### config.mk
export PLATFORM = sky130hd
export DESIGN_NAME = coalescing_write_packer
export DESIGN_NICKNAME = d
export VERILOG_FILES = /design/src/rtl/pkr_pkg.sv /design/src/rtl/pkr_mem.sv /design/src/rtl/pkr_ctrl.sv /design/src/rtl/coalescing_write_packer.sv
export SDC_FILE = /design/constraint.sdc
export NUM_CORES = 2
export LEC_CHECK = 0
export BUFFER_PORTS_ARGS = -buffer_cell sky130_fd_sc_hd__buf_2
export CAP_MARGIN = 20
export CORE_UTILIZATION = 56
export DETAILED_ROUTE_END_ITERATION = 7
export PLACE_DENSITY = 0.72
export SLEW_MARGIN = 10
export SYNTH_ARGS = -nofsm -noshare
export SYNTH_HDL_FRONTEND = slang
export SYNTH_SLANG_ARGS = --single-unit
### constraint.sdc
create_clock -name clk -period 7.7 [get_ports clk]
set_input_delay 1.155 -clock clk [delete_from_list [all_inputs] [get_ports clk]]
set_output_delay 1.155 -clock clk [all_outputs]
set_load 0.03 [all_outputs]
### src/rtl/pkr_pkg.sv
package pkr_pkg;

   typedef enum logic [1:0] {
      LK_NONE,
      LK_SINGLE,
      LK_BURST
   } last_kind_e;

   typedef enum logic [2:0] {
      S_IDLE,
      S_NEW2,
      S_CV1,
      S_CV2,
      S_CV3,
      S_AP1,
      S_AP2,
      S_PAD
   } pack_st_e;

   localparam logic [7:0] OP_SINGLE = 8'h01;
   localparam logic [7:0] OP_BURST  = 8'h09;
   localparam logic [3:0] BE_ALL    = 4'hF;

   function automatic logic [31:0] single_hdr(input logic [19:0] ofs);
      return {OP_SINGLE, BE_ALL, ofs};
   endfunction

   function automatic logic [31:0] burst_hdr(input logic [19:0] ofs);
      return {OP_BURST, 4'h0, ofs};
   endfunction

endpackage

### src/rtl/pkr_mem.sv
module pkr_mem #(
   parameter int DEPTH  = 64,
   parameter bit RD_REG = 1'b0,
   localparam int AW    = $clog2(DEPTH)
) (
   input  logic          clk,
   input  logic          we,
   input  logic [AW-1:0] waddr,
   input  logic [31:0]   wdata,
   input  logic [AW-1:0] raddr,
   output logic [31:0]   rdata
);

   logic [31:0] store [DEPTH];

   always_ff @(posedge clk) begin
      if (we) store[waddr] <= wdata;
   end

   generate
      if (RD_REG) begin : g_rd_reg
         always_ff @(posedge clk) rdata <= store[raddr];
      end else begin : g_rd_comb
         assign rdata = store[raddr];
      end
   endgenerate

endmodule

### src/rtl/pkr_ctrl.sv
module pkr_ctrl
   import pkr_pkg::*;
#(
   parameter int DEPTH       = 64,
   parameter int OFS_W       = 20,
   parameter int ALIGN_WORDS = 16,
   localparam int AW         = $clog2(DEPTH),
   localparam int PW         = $clog2(DEPTH + 1),
   localparam int LW         = $clog2(ALIGN_WORDS)
) (
   input  logic             clk,
   input  logic             rst_n,
   input  logic             clr,
   input  logic             req_valid,
   input  logic             req_fin,
   input  logic [OFS_W-1:0] req_ofs,
   input  logic [31:0]      req_val,
   output logic             req_ready,
   output logic             mem_we,
   output logic [AW-1:0]    mem_waddr,
   output logic [31:0]      mem_wdata,
   output logic [PW-1:0]    fp,
   output logic             done,
   output logic             ovf
);

   localparam logic [PW-1:0] LIMIT = PW'(DEPTH - 2);

   pack_st_e          st;
   last_kind_e        kind;
   logic [PW-1:0]     ins;
   logic [PW-1:0]     cnt;
   logic [OFS_W-1:0]  last_ofs;
   logic [31:0]       last_val;
   logic [OFS_W-1:0]  cur_ofs;
   logic [31:0]       cur_val;

   logic              acc, full, match, aligned, nxt_aligned;
   logic [PW-1:0]     pos, fp_inc, wa;

   assign req_ready   = (st == S_IDLE);
   assign acc         = req_valid && req_ready;
   assign full        = fp > LIMIT;
   assign match       = (kind != LK_NONE) && (last_ofs == req_ofs);
   assign pos         = fp + PW'(fp[0]);
   assign fp_inc      = fp + PW'(1);
   assign aligned     = (fp[LW-1:0] == '0);
   assign nxt_aligned = (fp_inc[LW-1:0] == '0);

   // one memory word per cycle
   always_comb begin
      mem_we    = 1'b0;
      wa        = '0;
      mem_wdata = '0;
      unique case (st)
         S_IDLE: begin
            if (acc && !req_fin && !full) begin
               mem_we = 1'b1;
               if (match && kind == LK_SINGLE) begin
                  wa        = ins;
                  mem_wdata = 32'd2;
               end else if (match) begin
                  wa        = fp;
                  mem_wdata = req_val;
               end else begin
                  wa        = pos;
                  mem_wdata = req_val;
               end
            end
         end
         S_NEW2: begin
            mem_we    = 1'b1;
            wa        = ins + PW'(1);
            mem_wdata = single_hdr(20'(cur_ofs));
         end
         S_CV1: begin
            mem_we    = 1'b1;
            wa        = ins + PW'(1);
            mem_wdata = burst_hdr(20'(last_ofs));
         end
         S_CV2: begin
            mem_we    = 1'b1;
            wa        = ins + PW'(2);
            mem_wdata = last_val;
         end
         S_CV3: begin
            mem_we    = 1'b1;
            wa        = ins + PW'(3);
            mem_wdata = cur_val;
         end
         S_AP1: begin
            mem_we    = 1'b1;
            wa        = ins;
            mem_wdata = 32'(cnt + PW'(1));
         end
         S_AP2, S_PAD: begin
            mem_we    = 1'b1;
            wa        = fp;
            mem_wdata = '0;
         end
         default: ;
      endcase
   end

   assign mem_waddr = AW'(wa);

   always_ff @(posedge clk or negedge rst_n) begin
      if (!rst_n) begin
         st       <= S_IDLE;
         kind     <= LK_NONE;
         fp       <= '0;
         ins      <= '0;
         cnt      <= '0;
         last_ofs <= '0;
         last_val <= '0;
         cur_ofs  <= '0;
         cur_val  <= '0;
         done     <= 1'b0;
         ovf      <= 1'b0;
      end else if (clr) begin
         st   <= S_IDLE;
         kind <= LK_NONE;
         fp   <= '0;
         ins  <= '0;
         cnt  <= '0;
         done <= 1'b0;
         ovf  <= 1'b0;
      end else begin
         unique case (st)
            S_IDLE: begin
               if (acc) begin
                  done <= 1'b0;
                  if (req_fin) begin
                     kind <= LK_NONE;
                     if (aligned) done <= 1'b1;
                     else         st   <= S_PAD;
                  end else if (full) begin
                     ovf <= 1'b1;
                  end else if (match && kind == LK_SINGLE) begin
                     cur_val <= req_val;
                     st      <= S_CV1;
                  end else if (match) begin
                     fp <= fp_inc;
                     st <= S_AP1;
                  end else begin
                     ins     <= pos;
                     cur_ofs <= req_ofs;
                     cur_val <= req_val;
                     st      <= S_NEW2;
                  end
               end
            end
            S_NEW2: begin
               fp       <= ins + PW'(2);
               kind     <= LK_SINGLE;
               last_ofs <= cur_ofs;
               last_val <= cur_val;
               st       <= S_IDLE;
            end
            S_CV1: st <= S_CV2;
            S_CV2: st <= S_CV3;
            S_CV3: begin
               fp   <= ins + PW'(4);
               kind <= LK_BURST;
               cnt  <= PW'(2);
               st   <= S_IDLE;
            end
            S_AP1: begin
               cnt <= cnt + PW'(1);
               st  <= fp[0] ? S_AP2 : S_IDLE;
            end
            S_AP2: st <= S_IDLE;
            S_PAD: begin
               fp <= fp_inc;
               if (nxt_aligned) begin
                  done <= 1'b1;
                  st   <= S_IDLE;
               end
            end
            default: st <= S_IDLE;
         endcase
      end
   end


   fp_bound_chk: assert property (@(posedge clk) disable iff (!rst_n)
      fp <= PW'(DEPTH));


   even_start_chk: assert property (@(posedge clk) disable iff (!rst_n)
      (kind != LK_NONE) |-> !ins[0]);


   ovf_sticky_chk: assert property (@(posedge clk) disable iff (!rst_n)
      (ovf && !clr) |=> ovf);


   drop_hold_chk: assert property (@(posedge clk) disable iff (!rst_n)
      (acc && !req_fin && full && !clr) |=> (fp == $past(fp)));


   pad_align_chk: assert property (@(posedge clk) disable iff (!rst_n)
      $rose(done) |-> (fp[LW-1:0] == '0));

endmodule

### src/rtl/coalescing_write_packer.sv
module coalescing_write_packer #(
   parameter int DEPTH       = 64,
   parameter int OFS_W       = 20,
   parameter int ALIGN_WORDS = 16,
   parameter bit RD_REG      = 1'b0,
   localparam int AW         = $clog2(DEPTH),
   localparam int PW         = $clog2(DEPTH + 1)
) (
   input  logic             clk,
   input  logic             rst_n,
   input  logic             clr,
   input  logic             req_valid,
   output logic             req_ready,
   input  logic             req_fin,
   input  logic [OFS_W-1:0] req_ofs,
   input  logic [31:0]      req_val,
   input  logic [AW-1:0]    rd_addr,
   output logic [31:0]      rd_data,
   output logic [PW+1:0]    tail_bytes,
   output logic             done,
   output logic             ovf
);

   generate
      if (DEPTH < ALIGN_WORDS || DEPTH % ALIGN_WORDS != 0) begin : g_bad_depth
         $error("DEPTH must be a positive multiple of ALIGN_WORDS");
      end
      if (ALIGN_WORDS < 4 || (ALIGN_WORDS & (ALIGN_WORDS - 1)) != 0) begin : g_bad_align
         $error("ALIGN_WORDS must be a power of two of at least 4");
      end
      if (OFS_W < 1 || OFS_W > 20) begin : g_bad_ofs
         $error("OFS_W must lie in 1..20");
      end
   endgenerate

   logic          mem_we;
   logic [AW-1:0] mem_waddr;
   logic [31:0]   mem_wdata;
   logic [PW-1:0] fp;

   pkr_ctrl #(
      .DEPTH       (DEPTH),
      .OFS_W       (OFS_W),
      .ALIGN_WORDS (ALIGN_WORDS)
   ) u_ctrl (
      .clk       (clk),
      .rst_n     (rst_n),
      .clr       (clr),
      .req_valid (req_valid),
      .req_fin   (req_fin),
      .req_ofs   (req_ofs),
      .req_val   (req_val),
      .req_ready (req_ready),
      .mem_we    (mem_we),
      .mem_waddr (mem_waddr),
      .mem_wdata (mem_wdata),
      .fp        (fp),
      .done      (done),
      .ovf       (ovf)
   );

   pkr_mem #(
      .DEPTH  (DEPTH),
      .RD_REG (RD_REG)
   ) u_mem (
      .clk   (clk),
      .we    (mem_we),
      .waddr (mem_waddr),
      .wdata (mem_wdata),
      .raddr (rd_addr),
      .rdata (rd_data)
   );

   assign tail_bytes = {fp, 2'b00};

endmodule

==> flow_summary.json <==
{
  "cts_setup_buffers": 0,
  "grt_pass1_wl_um": 303000,
  "core_area_um2": 150000,
  "timing.max_slew.rel_slack": 0.226,
  "slew_violations": 0,
  "grt-ovfl-total": 0,
  "die_x_um": 392,
  "synth_compound_area_frac": 0.0148,
  "p_comb_frac": 0.177,
  "cts-resized-gates": 0,
  "worst-setup-path-type": "reg2reg",
  "power.total_mw": 32.2,
  "cts_tree": "done",
  "finClkSkew_ns": 0.0465,
  "fin_nets": 4028,
  "fin_tns_setup_ns": 0,
  "period_share": 0.753,
  "first_iter_violations": 5328,
  "yosysSeqAreaShare": 0.762,
  "seqPwrFrac": 0.507,
  "use_met2": 0.453,
  "setup-violations-final": 0,
  "synthArstFlopShare": 0.0601,
  "synth_area_um2": 85000,
  "synth_top_area_frac": 0.724,
  "drt_pass1_iterations": 6,
  "route.vias.total": 41600,
  "muxShareOfSynthArea": 0.193,
  "cp-start-kind": "flip-flop",
  "synth_fa_ha_area_frac": 0.00132,
  "layout_commonest_cell": "edfxtp_1",
  "ys.flop_type": "edfxtp_1",
  "grt_pass1_vias": 41700,
  "drt_wl_total_um": 211000,
  "crit_required_ns": 8.21,
  "fp.dieArea_um2": 153000,
  "syn-instance-count": 3691,
  "drc": 0,
  "post-route-min-period_ns": 5.80,
  "die_height_um": 392,
  "vias_per_cell": 6.77,
  "wl_per_cell_um": 34.3,
  "path_clk_slew_ns": 0.06,
  "root_buffer": "clkbuf_16",
  "cts_max_level": 4,
  "cp.arrival_ns": 6.31,
  "yosys_warnings": 0,
  "fmaxAchievable_mhz": 173,
  "start_util": 0.565,
  "gp_congestion": 0.833,
  "antenna_found_initial": 14,
  "worst_pin_slew_ns": 1.16,
  "grt_max_degree": 83,
  "outcome": "complete, no violations",
  "place_ws_ns": 1.65,
  "grt.busiest_layer": "met2",
  "synth_edf_count": 2048,
  "postCtsHoldBufs": 0,
  "synth_seq_cells": 2179,
  "dp_hpwl_um": 116000,
  "use_met1": 0.399,
  "syn2layout_area_growth_pct": 13.3,
  "synth_xor_area_frac": 0.00381,
  "fin_util": 0.641,
  "maxCapViolCount": 0,
  "placed_cells": 5756,
  "p_sw_frac": 0.280,
  "io_pins": 107,
  "cts_inserted_buffers": 209,
  "grt_usage": 0.281,
  "cts.sinks": 2179,
  "cp_max_fo": 19,
  "rsz0062_at_grt": "no",
  "drive_gt1_frac": 0.351,
  "instances_no_fill": 6149,
  "leakage_nw": 31.0,
  "clk-insertion-delay-late_ns": 0.82,
  "synth-simple-area-share": 0.0149,
  "synth_area_per_cell_um2": 23.0,
  "cp-end-kind": "flip-flop",
  "p_per_area_nw_per_um2": 335,
  "synth_area_leaders": "edfxtp_1, mux4_2, dfrtp_1",
  "power.switching_mw": 9.04,
  "netlist.top_cell.by_area": "edfxtp_1",
  "p_int_mw": 23.2,
  "rows": 142,
  "worst_slack_ns": 1.90,
  "power_frac_clock": 0.316,
  "final_cell_mix": "edfxtp_1, mux4_2, clkbuf_16, dfrtp_1, buf_4",
  "max-vdd-ir-drop_mv": 0.552,
  "port_buffers": 104,
  "cts_buffer_depth": 3,
  "hold_viol_final": 0,
  "synth_top_family_by_area": "multiplexers",
  "hold_class": "in2async",
  "antenna_left": 0,
  "grt_use_met3": 0.0470,
  "yosysUniqueCellTypes": 68
}
==> area by class of cell <==
type / count / area [µm²]
fillers: 9651 / 54000
clock inverters: 138 / 1300
inverters: 18 / 67.6
multi-input cells: 1285 / 19900
flip-flops and latches: 2179 / 64800
clock buffers: 245 / 5500
well taps: 2016 / 2520
repair buffers: 263 / 2160
diodes: 5 / 12.5
==> power by group through the flow <==
stage | clock, mW | sequential, mW | combinational (mW)
after floorplan | 0 | 16.6 | 3.00
after detailed placement | 0 | 16.6 | 5.61
after global routing | 10.7 | 16.4 | 5.97
after global placement | 0 | 16.6 | 5.39
after CTS | 10.3 | 16.4 | 5.63
final | 10.2 | 16.4 | 5.69
==> registers in the layout (all words and copies together) (netlist names) <==
register	flops
u_ctrl.st	3
u_ctrl.kind	2
u_ctrl.done	1
u_ctrl.fp	7
u_ctrl.ins	6
u_ctrl.cnt	7
u_ctrl.last_val	32
u_ctrl.cur_ofs	20
u_ctrl.ovf	1
u_ctrl.cur_val	32
u_ctrl.last_ofs	20
u_mem.store	2048
==> routing by layer <==
| metal | vias to the layer above | part of all wire |
|---|---|---|
| met2 | 2503 | 0.50 |
| met4 | 8 | 0.031 |
| met5 | - | 0.00022 |
| li1 | 16300 | - |
| met1 | 22400 | 0.38 |
| met3 | 379 | 0.092 |
==> per-stage QoR <==
stage	area, µm²	hold slack [ns]
2_1_floorplan	85000	0.469
3_3_place_gp	89200	0.482
3_5_place_dp	89400	0.489
4_1_cts	96200	0.340
5_1_grt	96300	0.388
6_report	96300	0.339
==> kinds of logic after synthesis <==
logic type,after synthesis
AO/OA/AOI/OAI,177
XOR/XNOR,37
adder cells (fa/ha/maj),9
buffers and inverters,228
flip-flops,2179
multiplexers,789
other,1
AND/OR/NAND/NOR,271
==> Yosys cell counts, types with 3 or more instances <==
master	number
nor3_1	9
buf_1	64
edfxtp_1	2048
buf_2	8
a22oi_1	34
a221o_1	11
a21oi_1	31
dfrtp_1	131
inv_1	17
and4_1	3
clkbuf_1	135
mux4_2	667
a31oi_1	8
a221oi_1	6
or3_1	9
and3_1	3
a311oi_1	4
xor2_1	17
ha_1	9
nor2_1	111
a222oi_1	7
nor2b_1	8
nand4_1	5
a211oi_1	10
a22o_1	6
o2bb2ai_1	4
and2_1	3
nand2_1	56
o211ai_1	5
o21ai_0	31
nor2_2	7
xnor2_1	20
nand2b_1	6
buf_4	3
mux2i_1	14
nand3_1	37
mux2_2	108
==> final timing paths <==
check	to	slack (ns)	depth (start not counted)	startpoint
max	u_mem.store[5][7]$_DFFE_PP_	1.90	13	u_ctrl.st[0]$_DFFE_PN0P_
min	u_ctrl.cur_ofs[19]$_DFFE_PN0P_	0.34	1	rst_n
max reg2reg	u_mem.store[5][7]$_DFFE_PP_	1.90	13	u_ctrl.st[0]$_DFFE_PN0P_
min reg2reg	u_ctrl.ovf$_DFFE_PN0P_	0.50	2	u_ctrl.ovf$_DFFE_PN0P_
max in group asynchronous	u_ctrl.cur_val[28]$_DFFE_PN0P_	6.08	2	rst_n
min in group clk	u_ctrl.ovf$_DFFE_PN0P_	0.50	2	u_ctrl.ovf$_DFFE_PN0P_
==> worst max-delay path: stages, from the launching register on <==
cell       delay [ns]
dfrtp_1          0.38
nor2b_1          0.70
nand2_1          0.26
inv_1            0.13
ha_1             0.17
ha_1             0.20
nand3_1          0.17
o31a_1           0.29
o2111ai_1        0.18
o211ai_1         0.18
a311oi_1         0.44
nand3_1          0.84
nor2_4           1.21
buf_4            0.32
Power figures use the tool's default switching activity.
